==> src/rtl/tcmp_pkg.sv <==
package tcmp_pkg;

  typedef enum logic [2:0] {
    ACT_NONE = 3'b000,
    ACT_SET  = 3'b001,
    ACT_CLR  = 3'b010,
    ACT_TOG  = 3'b011
  } act_e;

  localparam int SEL_LO   = 0;
  localparam int SEL_HI   = 1;
  localparam int SEL_CFG  = 2;
  localparam int SEL_FLAG = 3;
  localparam int SEL_W    = 2;

  // Pin value after a compare event with the given action code.
  function automatic logic pin_next(input logic [2:0] mode, input logic cur);
    case (mode)
      ACT_SET: pin_next = 1'b1;
      ACT_CLR: pin_next = 1'b0;
      ACT_TOG: pin_next = ~cur;
      default: pin_next = cur;
    endcase
  endfunction

endpackage

==> src/rtl/tcmp_wr_decode.sv <==
module tcmp_wr_decode #(
  parameter int NUM_CH = 4,
  parameter int ADDR_W = 4
) (
  input  logic              wr_en,
  input  logic [ADDR_W-1:0] wr_addr,
  output logic [NUM_CH-1:0] lo_we,
  output logic [NUM_CH-1:0] hi_we,
  output logic [NUM_CH-1:0] cfg_we,
  output logic              flag_we
);
  import tcmp_pkg::*;

  localparam int CH_W = ADDR_W - SEL_W;

  logic [SEL_W-1:0] sel;
  logic [CH_W-1:0]  ch;

  assign sel = wr_addr[SEL_W-1:0];
  assign ch  = wr_addr[ADDR_W-1:SEL_W];

  assign flag_we = wr_en && (ch == '0) && (sel == SEL_W'(SEL_FLAG));

  for (genvar i = 0; i < NUM_CH; i++) begin : g_dec
    logic hit;
    assign hit      = wr_en && (ch == CH_W'(i));
    assign lo_we[i]  = hit && (sel == SEL_W'(SEL_LO));
    assign hi_we[i]  = hit && (sel == SEL_W'(SEL_HI));
    assign cfg_we[i] = hit && (sel == SEL_W'(SEL_CFG));
  end

endmodule

==> src/rtl/tcmp_timebase.sv <==
module tcmp_timebase #(
  parameter int CNT_W = 16
) (
  input  logic             clk,
  input  logic             rst_n,
  input  logic             cnt_en,
  input  logic             any_clr,
  output logic [CNT_W-1:0] count
);

  // Next timebase value: clearing match beats increment; wrap is natural.
  function automatic logic [CNT_W-1:0] count_next(
    input logic [CNT_W-1:0] cur, input logic en, input logic clr);
    if (!en)      count_next = cur;
    else if (clr) count_next = '0;
    else          count_next = cur + CNT_W'(1);
  endfunction

  always_ff @(posedge clk or negedge rst_n) begin
    if (!rst_n) count <= '0;
    else        count <= count_next(count, cnt_en, any_clr);
  end

  assert_ctc_zero_R4: assert property (@(posedge clk) disable iff (!rst_n)
    (cnt_en && any_clr) |=> (count == '0));

  assert_step_R12: assert property (@(posedge clk) disable iff (!rst_n)
    (cnt_en && !any_clr) |=> (count == CNT_W'($past(count) + 1'b1)));

  assert_hold_R12: assert property (@(posedge clk) disable iff (!rst_n)
    !cnt_en |=> $stable(count));

endmodule

==> src/rtl/tcmp_channel.sv <==
module tcmp_channel #(
  parameter int DATA_W = 8,
  parameter int CH_IDX = 0
) (
  input  logic                clk,
  input  logic                rst_n,
  input  logic                cnt_en,
  input  logic [2*DATA_W-1:0] count,
  input  logic                lo_we,
  input  logic                hi_we,
  input  logic                cfg_we,
  input  logic                flag_we,
  input  logic [DATA_W-1:0]   wr_data,
  output logic                evt,
  output logic                clr_req,
  output logic                flag,
  output logic                irq,
  output logic                pin
);
  import tcmp_pkg::*;

  localparam int CNT_W = 2 * DATA_W;

  logic [DATA_W-1:0] shadow_lo;
  logic [CNT_W-1:0]  cmp_val;
  logic              en_q, ctc_q, ien_q;
  logic [2:0]        mode_q;
  logic              flag_clr;

  assign flag_clr = flag_we && wr_data[CH_IDX];

  // Holding byte and atomic 16-bit reload.
  always_ff @(posedge clk or negedge rst_n) begin
    if (!rst_n) begin
      shadow_lo <= '0;
      cmp_val   <= '0;
    end else begin
      if (lo_we) shadow_lo <= wr_data;
      if (hi_we) cmp_val   <= {wr_data, shadow_lo};
    end
  end

  always_ff @(posedge clk or negedge rst_n) begin
    if (!rst_n) begin
      en_q   <= 1'b0;
      ctc_q  <= 1'b0;
      ien_q  <= 1'b0;
      mode_q <= ACT_NONE;
    end else if (cfg_we) begin
      en_q   <= wr_data[0];
      ctc_q  <= wr_data[1];
      ien_q  <= wr_data[2];
      mode_q <= wr_data[5:3];
    end
  end

  assign evt     = en_q && cnt_en && (count == cmp_val);
  assign clr_req = evt && ctc_q;

  // Sticky flag: a same-edge event overrides the clear.
  always_ff @(posedge clk or negedge rst_n) begin
    if (!rst_n)        flag <= 1'b0;
    else if (evt)      flag <= 1'b1;
    else if (flag_clr) flag <= 1'b0;
  end

  assign irq = flag && ien_q;

  always_ff @(posedge clk or negedge rst_n) begin
    if (!rst_n)   pin <= 1'b1;
    else if (evt) pin <= pin_next(mode_q, pin);
  end

  assert_evt_sets_flag_R3: assert property (@(posedge clk) disable iff (!rst_n)
    evt |=> flag);

  assert_flag_sticky_R10: assert property (@(posedge clk) disable iff (!rst_n)
    (flag && !flag_clr) |=> flag);

  assert_pin_set_R5: assert property (@(posedge clk) disable iff (!rst_n)
    (evt && mode_q == ACT_SET) |=> pin);

  assert_pin_clr_R5: assert property (@(posedge clk) disable iff (!rst_n)
    (evt && mode_q == ACT_CLR) |=> !pin);

  assert_pin_tog_R5: assert property (@(posedge clk) disable iff (!rst_n)
    (evt && mode_q == ACT_TOG) |=> (pin != $past(pin)));

  assert_pin_quiet_R5: assert property (@(posedge clk) disable iff (!rst_n)
    !evt |=> $stable(pin));

  assert_disabled_quiet_R1: assert property (@(posedge clk) disable iff (!rst_n)
    (!en_q && !flag) |=> !flag);

endmodule

==> src/rtl/tmr_cmp_array.sv <==
module tmr_cmp_array #(
  parameter int NUM_CH = 4,
  parameter int DATA_W = 8,
  parameter int ADDR_W = 4
) (
  input  logic                clk,
  input  logic                rst_n,
  input  logic                cnt_en,
  input  logic                wr_en,
  input  logic [ADDR_W-1:0]   wr_addr,
  input  logic [DATA_W-1:0]   wr_data,
  output logic [2*DATA_W-1:0] count,
  output logic [NUM_CH-1:0]   cmp_flag,
  output logic [NUM_CH-1:0]   cmp_irq,
  output logic [NUM_CH-1:0]   cmp_out
);

  localparam int CNT_W = 2 * DATA_W;

  logic [NUM_CH-1:0] lo_we, hi_we, cfg_we;
  logic              flag_we;
  logic [NUM_CH-1:0] cmp_evt;
  logic [NUM_CH-1:0] clr_req;
  logic              any_clr;

  tcmp_wr_decode #(.NUM_CH(NUM_CH), .ADDR_W(ADDR_W)) u_dec (
    .wr_en   (wr_en),
    .wr_addr (wr_addr),
    .lo_we   (lo_we),
    .hi_we   (hi_we),
    .cfg_we  (cfg_we),
    .flag_we (flag_we)
  );

  assign any_clr = |clr_req;

  tcmp_timebase #(.CNT_W(CNT_W)) u_tb (
    .clk     (clk),
    .rst_n   (rst_n),
    .cnt_en  (cnt_en),
    .any_clr (any_clr),
    .count   (count)
  );

  for (genvar i = 0; i < NUM_CH; i++) begin : g_ch
    tcmp_channel #(.DATA_W(DATA_W), .CH_IDX(i)) u_ch (
      .clk     (clk),
      .rst_n   (rst_n),
      .cnt_en  (cnt_en),
      .count   (count),
      .lo_we   (lo_we[i]),
      .hi_we   (hi_we[i]),
      .cfg_we  (cfg_we[i]),
      .flag_we (flag_we),
      .wr_data (wr_data),
      .evt     (cmp_evt[i]),
      .clr_req (clr_req[i]),
      .flag    (cmp_flag[i]),
      .irq     (cmp_irq[i]),
      .pin     (cmp_out[i])
    );
  end

  assert_irq_needs_flag_R3: assert property (@(posedge clk) disable iff (!rst_n)
    1'b1 |-> ((cmp_irq & ~cmp_flag) == '0));

  assert_multi_clear_R11: assert property (@(posedge clk) disable iff (!rst_n)
    ($countones(clr_req) > 1) |=> (count == '0) && ((cmp_flag & $past(clr_req)) == $past(clr_req)));

endmodule

==> config.mk <==
export PLATFORM = sky130hd
export DESIGN_NAME = tmr_cmp_array
export DESIGN_NICKNAME = d
export VERILOG_FILES = /design/src/rtl/tcmp_pkg.sv /design/src/rtl/tcmp_wr_decode.sv /design/src/rtl/tcmp_timebase.sv /design/src/rtl/tcmp_channel.sv /design/src/rtl/tmr_cmp_array.sv
export SDC_FILE = /design/constraint.sdc
export NUM_CORES = 1
export LEC_CHECK = 0
export BUFFER_PORTS_ARGS = -buffer_cell sky130_fd_sc_hd__buf_2
export CAP_MARGIN = 10
export CORE_MARGIN = 5
export CORE_UTILIZATION = 45
export CTS_BUF_LIST = sky130_fd_sc_hd__clkbuf_8
export CTS_CLUSTER_DIAMETER = 30
export DETAILED_ROUTE_END_ITERATION = 10
export PLACE_DENSITY = 0.66
export SLEW_MARGIN = 20
export SYNTH_ARGS = -nofsm -noshare
export SYNTH_HDL_FRONTEND = slang
export SYNTH_SLANG_ARGS = --single-unit
==> constraint.sdc <==
create_clock -name clk -period 2.2 [get_ports clk]
set_input_delay 0.22 -clock clk [delete_from_list [all_inputs] [get_ports clk]]
set_output_delay 0.22 -clock clk [all_outputs]
set_load 0.005 [all_outputs]
==> results of run 1 <==
[cell families (layout without fill, tap and decap cells)]
logic type	count (synthesis)	count (layout)	synth area share
compound gates	13	13	0.01701
xor+xnor	78	78	0.09881
fa+ha+maj	1	1	0.001809
buf+inv	52	101	0.05357
flops	144	144	0.5219
mux	118	118	0.1922
simple gates	119	119	0.1147
[flip-flops by register name (all words and copies together), names as in the netlist]
register / cells
g_ch.u_ch.cmp_val: 64
g_ch.u_ch.shadow_lo: 32
u_tb.count: 16
g_ch.u_ch.mode_q: 12
g_ch.u_ch.ctc_q: 4
g_ch.u_ch.en_q: 4
g_ch.u_ch.flag: 4
g_ch.u_ch.ien_q: 4
g_ch.u_ch.pin: 4
[worst max-delay path by stage]
stage	from	end	slack [ns]	depth (start not counted)
floorplan	u_tb.count[0]	u_tb.count[15]	0.41	7
global placement	u_tb.count[4]	u_tb.count[5]	0.16	6
detailed placement	u_tb.count[12]	u_tb.count[2]	0.17	6
CTS	u_tb.count[12]	u_tb.count[2]	0.15	6
global route	u_tb.count[12]	g_ch[1].u_ch.pin	0.05	5
finish	u_tb.count[12]	g_ch[1].u_ch.pin	0.18	5
[synthesized netlist by cell type (all sizes together) (7+ instances only)]
library cell  count  area, um2
dfrtp           140       3503
mux2            118       1329
xor2             70      613.1
buf              36      310.3
nand2            29      108.9
nor3             18      140.1
nor4             13      180.2
clkbuf           10      37.54
nand4            10      62.56
nand2b            8      50.05
nor2              8      30.03
xnor2             8      70.07
nand3             7      35.03
[metal layers]
layer	vias to the layer above	global-route usage	part of all wire
li1	1879	-	-
met1	2152	0.2532	0.44
met2	94	0.3052	0.49
met3	31	0.03938	0.041
met4	0	0.07200	0.026
met5	-	0	0
[through the flow]
| stage | worst slack [ns] | util | hold slack (ns) |
|---|---|---|---|
| after floorplan | 0.4128 | - | -0.07559 |
| after global placement | 0.1597 | 0.4756 | 0.2702 |
| after detailed placement | 0.1741 | 0.4756 | 0.2828 |
| after CTS | 0.1522 | 0.5043 | 0.1164 |
| after global routing | 0.05044 | 0.5044 | 0.1267 |
| final | 0.1752 | 0.5044 | 0.1321 |
[worst reg2reg max path: stages, from the launching register on]
cell and delay, ns:
dfrtp_1 0.57, xor2_1 0.25, nor4_2 0.34, nand3_1 0.22
or4_1 0.50, nand2_1 0.09
[power breakdown]
| part | internal (W) | total [W] | switching (W) |
|---|---|---|---|
| clock | 0.00123 | 0.00221 | 0.000983 |
| combinational | 0.000829 | 0.00155 | 0.000718 |
| sequential | 0.00325 | 0.00378 | 0.000525 |
| total | 0.00531 | 0.00753 | 0.00223 |
[timing repair]
| item | 4_1_cts | 5_1_grt |
|---|---|---|
| hold buffers | 1 | 0 |
| hold endpoints to repair | 65 | 0 |
| resized for setup | 0 | 1 |
| endpoints found under the setup margin | 0 | 1 |
[area by class of cell]
cell class / count / area, um2 / share of cell area
Clock buffer: 21 / 289.0 / 0.03783
Timing Repair Buffer: 63 / 411.6 / 0.05388
Sequential cell: 144 / 3610 / 0.4725
Tap cell: 188 / 235.2 / 0.03079
Multi-Input combinational cell: 329 / 2935 / 0.3842
Clock inverter: 11 / 136.4 / 0.01785
Inverter: 6 / 22.52 / 0.002948
==> out/metrics.cfg, run 1 <==
[critical_path]
cp_num_buf_inv=0
path_max_fanout=7
end_kind=register
cp_cell_sequence=xor2_1 -> nor4_2 -> nand3_1 -> or4_1 -> nand2_1
crit_path_top_delay_cell=dfrtp_1
rr_worst_depth=5
worstReg2RegEnd=g_ch[1].u_ch.pin
arrival_ns=2.42
cp-start-kind=register
critPathKind=reg -> reg
rrSetupSlack_ns=0.18
slowest_delay_ns=0.57
required_ns=2.59
critical-path-top-delay-family=simple AND/OR/NAND/NOR gates
rr_startpoint=u_tb.count[12]

[outcome]
outcome=finished, final reports clean

[logic_synthesis]
yosys_register_bits=144
synth_warnings=0
yosysSeqAreaShare=0.5219
synth_edf_count=0
avgSynthCellArea_um2=13.17
syn_inst=525
synth-main-ff-cell=dfrtp_1
syn_nets=542
synth_area_mm2=0.006914
async_flop_share=1.000
synth.distinct_cells=38

[detailed_routing]
dr.pass1.iters=4
drc_errors=0
route.vias.total=4156
wl_per_cell_um=20.63
via_per_inst=5.454
drt-total-wl_um=15720
drt-initial-drc-count=259
postRouteAntennaNets=0

[clocking]
cts-root-buf=clkbuf_8
clock_sinks=144
htree_num_levels=4
clk_pin_slew_ns=0.08
cts_buffers=17
clk_latency_ns=0.45
postCtsSetupRepairBufs=0
cts_buffer_depth=2
cts_tree=done

[floorplanning]
rows=45
dieArea_mm2=0.01794
die_h_um=134.0
ios=44
initial_core_util=0.4565
core-area_mm2=0.01515
die_x_um=134.0

[grt]
grt_use_total=0.1894
grt_pass1_vias=4433
grt_max_degree=69
antenna_found_initial=0
grt.overflow.total=0
grt_pass1_wl_um=25850

[timing]
slew_violations=0
relSlewSlack=0.5685
finalSetupViolCount=0
max_freq_mhz=493.9
tns_ns=0
rsz0062_at_grt=false
hold_viol=0
tightest_slew_ns=0.6473
clock_skew_ns=0.008296
final.min_clock_period_ns=2.025
fin_crit_sh=0.9204

[layout]
fin_cells=762
final_common_cell=dfrtp_1
drive_gt1_frac=0.4129
fin_area_mm2=0.007640
fillCellCount=1288
syn_to_final_growth_pct=10.50
layout_common_cells=dfrtp_1 (139), mux2_2 (114), xor2_1 (70), buf_2 (42), nand2_1 (29)
nNetsFinal=578
antenna_cells=0

[hold_path]
hold_end=u_tb.count[1]
hold_start=cnt_en
hold_class=in -> reg
min_delay_path_depth=2

[placed_design]
dpl.cell_count=729
portBuffers=43
gp_congestion=0.8480
place_hpwl_um=11140
place_area_mm2=0.007203

[pwr]
vdd_drop_max_mv=0.4105
p_per_area_mw_per_mm2=986.3
p_leak_nw=3.602
power_w=0.007535

[flow_run]
max-cap-violations=0

No activity file was read; power rests on OpenSTA's default activity.
==> run 2, diff against run 1 <==
--- a/config.mk
+++ b/config.mk
@@ -13,6 +13,7 @@
 export CTS_CLUSTER_DIAMETER = 30
 export DETAILED_ROUTE_END_ITERATION = 10
 export PLACE_DENSITY = 0.66
+export REMOVE_ABC_BUFFERS = 1
 export SLEW_MARGIN = 20
 export SYNTH_ARGS = -nofsm -noshare
 export SYNTH_HDL_FRONTEND = slang
==> out/metrics.cfg, run 2 (synthesized netlist as in run 1, its figures left out) <==
[outcome]
outcome=finished, final reports clean

[critical_path]
rr_startpoint=u_tb.count[14]
rr_worst_depth=6  ; +1
worstReg2RegEnd=u_tb.count[3]
slowest_delay_ns=0.53  ; -0.04 ns
cp_num_buf_inv=1  ; +1
critical-path-top-delay-family=simple AND/OR/NAND/NOR gates
crit_path_top_delay_cell=dfrtp_1
critPathKind=reg -> reg
path_max_fanout=12  ; +5
cp-start-kind=register
required_ns=2.53  ; -0.06 ns
cp_cell_sequence=xor2_1 -> nor4_2 -> nand4_1 -> o22ai_4 -> buf_4 -> nor3_1
rrSetupSlack_ns=0.09  ; -0.08 ns
arrival_ns=2.44  ; +0.02 ns
end_kind=register

[timing]
final.min_clock_period_ns=2.106  ; +0.08107 ns
fin_crit_sh=0.9572  ; +0.03685
tightest_slew_ns=0.6149  ; -0.03241 ns
relSlewSlack=0.5901  ; +0.02160
tns_ns=0  ; unchanged
hold_viol=0  ; unchanged
clock_skew_ns=0.009810  ; +0.001513 ns
rsz0062_at_grt=false
finalSetupViolCount=0  ; unchanged
slew_violations=0  ; unchanged
max_freq_mhz=474.9  ; -3.8%

[detailed_routing]
drt-initial-drc-count=209  ; -19%
drt-total-wl_um=15540  ; -1.2%
route.vias.total=4074  ; -2.0%
drc_errors=0  ; unchanged
via_per_inst=5.319  ; -2.5%
dr.pass1.iters=4  ; unchanged
postRouteAntennaNets=0  ; unchanged
wl_per_cell_um=20.29  ; -1.7%

[floorplanning]
ios=44  ; unchanged
rows=45  ; unchanged
dieArea_mm2=0.01794  ; unchanged
core-area_mm2=0.01515  ; unchanged
die_h_um=134.0  ; unchanged
initial_core_util=0.4565  ; unchanged
die_x_um=134.0  ; unchanged

[layout]
final_common_cell=dfrtp_1
antenna_cells=0  ; unchanged
syn_to_final_growth_pct=11.60
largest_register_ffs=64  ; unchanged
largestRegisters=g_ch.u_ch.cmp_val x64, g_ch.u_ch.shadow_lo x32, u_tb.count x16
fin_cells=766  ; +0.52%
layout_common_cells=dfrtp_1 (140), mux2_2 (114), xor2_1 (70), buf_2 (42), nand2_1 (29)
fillCellCount=1312  ; +1.9%
drive_gt1_frac=0.4170  ; +0.004063
largest-register=g_ch.u_ch.cmp_val
nNetsFinal=582  ; +0.69%

[pwr]
p_per_area_mw_per_mm2=1019  ; +3.3%
p_leak_nw=3.635  ; +0.92%
power_frac_comb=0.202  ; -0.003
internal_power_w=0.005577  ; +5.0%
p_seq_frac=0.476  ; -0.025
power_w=0.007862  ; +4.3%
clkPwrFrac=0.321  ; +0.027
vdd_drop_max_mv=0.4987  ; +21%
p_sw_w=0.002285  ; +2.7%
swShare=0.2907  ; -0.004701

[grt]
grt_pass1_vias=4344  ; -2.0%
grt.overflow.total=0  ; unchanged
antenna_found_initial=0  ; unchanged
grt_pass1_wl_um=25320  ; -2.1%
grt_max_degree=65  ; -5.8%
grt_use_total=0.1868  ; -0.002617

[placed_design]
place_hpwl_um=10810  ; -2.9%
gp_congestion=0.8579  ; +1.2%
dpl.cell_count=731  ; +0.27%
portBuffers=43  ; unchanged

[flow_run]
max-cap-violations=0  ; unchanged

[clocking]
cts_buffer_depth=2  ; unchanged
clk_latency_ns=0.46  ; about the same
htree_num_levels=4  ; unchanged
post_cts_resized=0  ; unchanged
clock_sinks=144  ; unchanged
cts-root-buf=clkbuf_8
cts_buffers=17  ; unchanged
cts_tree=done
clk_pin_slew_ns=0.08  ; about the same

[hold_path]
hold_start=wr_data[7]
hold_end=g_ch[2].u_ch.shadow_lo[7]
hold_class=in -> reg
min_delay_path_depth=2  ; unchanged

-- run 2: what timing repair did --
| item | in CTS | in global routing |
|---|---|---|
| hold endpoints to repair | 59 | 0 |
| hold buffers | 1 | 0 |
| endpoints found under the setup margin | 0 | 11 |
| buffers inserted | 0 | 2 |
-- run 2: power by group through the flow --
| stage | logic [W] | clock network (W) | registers [W] |
|---|---|---|---|
| after detailed placement | 0.00159 | 0 | 0.00380 |
| after floorplan | 0.00111 | 0 | 0.00366 |
| after CTS | 0.00161 | 0.00258 | 0.00375 |
| after global placement | 0.00156 | 0 | 0.00377 |
| final | 0.00159 | 0.00252 | 0.00375 |
| after global routing | 0.00176 | 0.00271 | 0.00382 |
-- run 2: layer usage --
layer | GRT usage | wire, um
met1 | 0.2499 | 7186
met4 | 0.06914 | 242
met2 | 0.2911 | 7457
met5 | 0 | 0
met3 | 0.05251 | 656
-- run 2: how the worst max path moves through the flow --
stage                   startpoint               end  slack [ns]  depth (start not counted)
floorplan            u_tb.count[0]     u_tb.count[1]        0.27                          5
global placement    u_tb.count[14]     u_tb.count[3]        0.13                          6
detailed placement  u_tb.count[14]     u_tb.count[3]        0.10                          6
CTS                 u_tb.count[14]     u_tb.count[2]        0.07                          6
global route         u_tb.count[2]  g_ch[2].u_ch.pin        0.01                          5
finish              u_tb.count[14]     u_tb.count[3]        0.09                          6
-- run 2: stage by stage --
stage	instance area [um2]	utilization	worst slack (ns)	hold slack, ns
final	7716	0.5095	0.09416	0.1245
after global routing	7716	0.5095	0.01373	0.1006
after CTS	7701	0.5085	0.06854	0.08422
after detailed placement	7206	0.4758	0.1023	0.2588
after global placement	7206	0.4758	0.1309	0.2449
after floorplan	6566	-	0.2746	-0.07559
-- run 2: area by class of cell --
| cell class | instances | area (um2) | share of cell area |
|---|---|---|---|
| clock buffer | 18 | 247.7 | 0.03211 |
| timing repair buffer | 67 | 429.2 | 0.05562 |
| clock inverter | 14 | 237.7 | 0.03081 |
| sequential | 144 | 3608 | 0.4677 |
| tap | 188 | 235.2 | 0.03048 |
| inverter | 6 | 22.52 | 0.002919 |
| multi-input combinational | 329 | 2935 | 0.3804 |
==> run 3, diff against run 2 <==
--- a/config.mk
+++ b/config.mk
@@ -12,7 +12,6 @@
 export CTS_BUF_LIST = sky130_fd_sc_hd__clkbuf_8
 export CTS_CLUSTER_DIAMETER = 30
 export DETAILED_ROUTE_END_ITERATION = 10
-export PLACE_DENSITY = 0.66
 export REMOVE_ABC_BUFFERS = 1
 export SLEW_MARGIN = 20
 export SYNTH_ARGS = -nofsm -noshare
==> out/metrics.cfg, run 3 (synthesized netlist as in run 1, its figures left out) <==
[timing]
hold_viol=0  ; unchanged
tns_ns=0  ; unchanged
rsz0062_at_grt=false
holdWs_ns=0.1170  ; -0.007508 ns
slew_violations=0  ; unchanged
final.min_clock_period_ns=2.053  ; -0.05303 ns
max_freq_mhz=487.1  ; +2.6%
clock_skew_ns=0.01092  ; +0.001108 ns
finalSetupViolCount=0  ; unchanged
relSlewSlack=0.6102  ; +0.02007
fin_crit_sh=0.9331  ; -0.02411
tightest_slew_ns=0.5848  ; -0.03011 ns

[floorplanning]
die_h_um=134.0  ; unchanged
rows=45  ; unchanged
die_x_um=134.0  ; unchanged
dieArea_mm2=0.01794  ; unchanged
ios=44  ; unchanged
core-area_mm2=0.01515  ; unchanged
initial_core_util=0.4565  ; unchanged

[detailed_routing]
dr.pass1.iters=4  ; unchanged
via_per_inst=5.350  ; +0.59%
drt-initial-drc-count=239  ; +14%
wl_per_cell_um=20.58  ; +1.4%
route.vias.total=4066  ; -0.20%
drc_errors=0  ; unchanged
drt-total-wl_um=15640  ; +0.61%
postRouteAntennaNets=0  ; unchanged

[layout]
largest-register=g_ch.u_ch.cmp_val
multi_input_area_mm2=0.002953  ; +0.60%
drive_gt1_frac=0.4091  ; -0.007864
largestRegisters=g_ch.u_ch.cmp_val x64, g_ch.u_ch.shadow_lo x32, u_tb.count x16
fillCellCount=1320  ; +0.61%
largest_register_ffs=64  ; unchanged
layout_common_cells=dfrtp_1 (140), mux2_2 (114), xor2_1 (70), buf_2 (42), nand2_1 (29)
ff_latch_area_mm2=0.003608  ; unchanged
final_common_cell=dfrtp_1
syn_to_final_growth_pct=10.88
nNetsFinal=576  ; -1.0%
antenna_cells=0  ; unchanged

[clocking]
clock_sinks=144  ; unchanged
cts_buffers=17  ; unchanged
clk_pin_slew_ns=0.08  ; about the same
cts-root-buf=clkbuf_8
htree_num_levels=4  ; unchanged
cts_tree=done
cts_buffer_depth=2  ; unchanged
postCtsSetupRepairBufs=0  ; unchanged
clk_latency_ns=0.45  ; about the same

[critical_path]
critPathKind=reg -> reg
arrival_ns=2.45  ; about the same
rr_worst_depth=5  ; -1
required_ns=2.59  ; +0.06 ns
end_kind=register
cp_num_cells=5  ; -1
slowest_delay_ns=0.57  ; +0.04 ns
cp-start-kind=register
cp_num_buf_inv=0  ; -1
cp_cell_sequence=xor2_1 -> nor4_2 -> nand2_1 -> or4_1 -> nand2_1
crit_path_top_delay_cell=dfrtp_1
path_max_fanout=9  ; -3
cpMostUsedCell=nand2_1
critical-path-top-delay-family=simple AND/OR/NAND/NOR gates

[pwr]
p_per_area_mw_per_mm2=996.0  ; -2.2%
p_leak_nw=3.595  ; -1.1%
power_w=0.007636  ; -2.9%
vdd_drop_max_mv=0.5590  ; +12%

[placed_design]
gp_congestion=0.8168  ; -4.8%
place_hpwl_um=11060  ; +2.3%
portBuffers=43  ; unchanged

[outcome]
outcome=finished, final reports clean

[grt]
grt.overflow.total=0  ; unchanged
grt_use_total=0.1860  ; -0.0008346
grt_max_degree=61  ; -6.2%
grt_pass1_wl_um=24920  ; -1.6%
antenna_found_initial=0  ; unchanged
grt_pass1_vias=4290  ; -1.2%

[hold_path]
min_delay_path_depth=2  ; unchanged
hold_class=in -> reg

[flow_run]
max-cap-violations=0  ; unchanged

==> run 3: what timing repair did <==
action,CTS,global route
hold buffers,1,0
endpoints found under the hold margin,57,0
endpoints found under the setup margin,0,2
gates resized for setup,0,2
==> run 3: final timing paths <==
check                                       from                         to  slack [ns]
worst max-delay path               u_tb.count[2]           g_ch[2].u_ch.pin        0.15
worst min-delay path                  wr_data[7]  g_ch[2].u_ch.shadow_lo[7]        0.12
worst max register to register     u_tb.count[2]           g_ch[2].u_ch.pin        0.15
worst min register to register  g_ch[0].u_ch.pin           g_ch[0].u_ch.pin        0.48
max in group asynchronous                  rst_n    g_ch[3].u_ch.cmp_val[1]        1.21
min in group asynchronous                  rst_n    g_ch[0].u_ch.cmp_val[6]        0.31
==> run 3: through the flow <==
step / instance area (um2) / std cells / utilization / setup slack [ns]
after floorplan: 6566 / 479 / - / 0.2746
after global placement: 7201 / 727 / 0.4754 / 0.08751
after detailed placement: 7201 / 727 / 0.4754 / 0.08572
after CTS: 7649 / 760 / 0.5050 / 0.06834
after global routing: 7666 / 760 / 0.5062 / 0.05008
final: 7666 / 760 / 0.5062 / 0.1472
==> run 3: report_power, final <==
| group | internal (W) | switching, W | leakage [nW] | total [W] |
|---|---|---|---|---|
| clock | 0.00126 | 0.00103 | 0.212 | 0.00229 |
| combinational | 0.000830 | 0.000745 | 1.58 | 0.00158 |
| sequential | 0.00325 | 0.000520 | 1.80 | 0.00377 |
| total | 0.00534 | 0.00230 | 3.60 | 0.00764 |
==> run 3: layer usage <==
metal  GRT usage  vias up  part of all wire
li1            -     1874                 -
met1      0.2529     2099              0.47
met2      0.2987       75              0.48
met3     0.04164       18             0.037
met4     0.05771        0             0.018
met5           0        -                 0
==> run 3: cell type report <==
| cell class | count | share of cell area |
|---|---|---|
| flip-flops and latches | 144 | 0.4707 |
| multi-input cells | 329 | 0.3852 |
| repair buffers | 61 | 0.05337 |
| clock buffers | 18 | 0.03232 |
| well taps | 188 | 0.03068 |
| clock inverters | 14 | 0.02481 |
| inverters | 6 | 0.002938 |
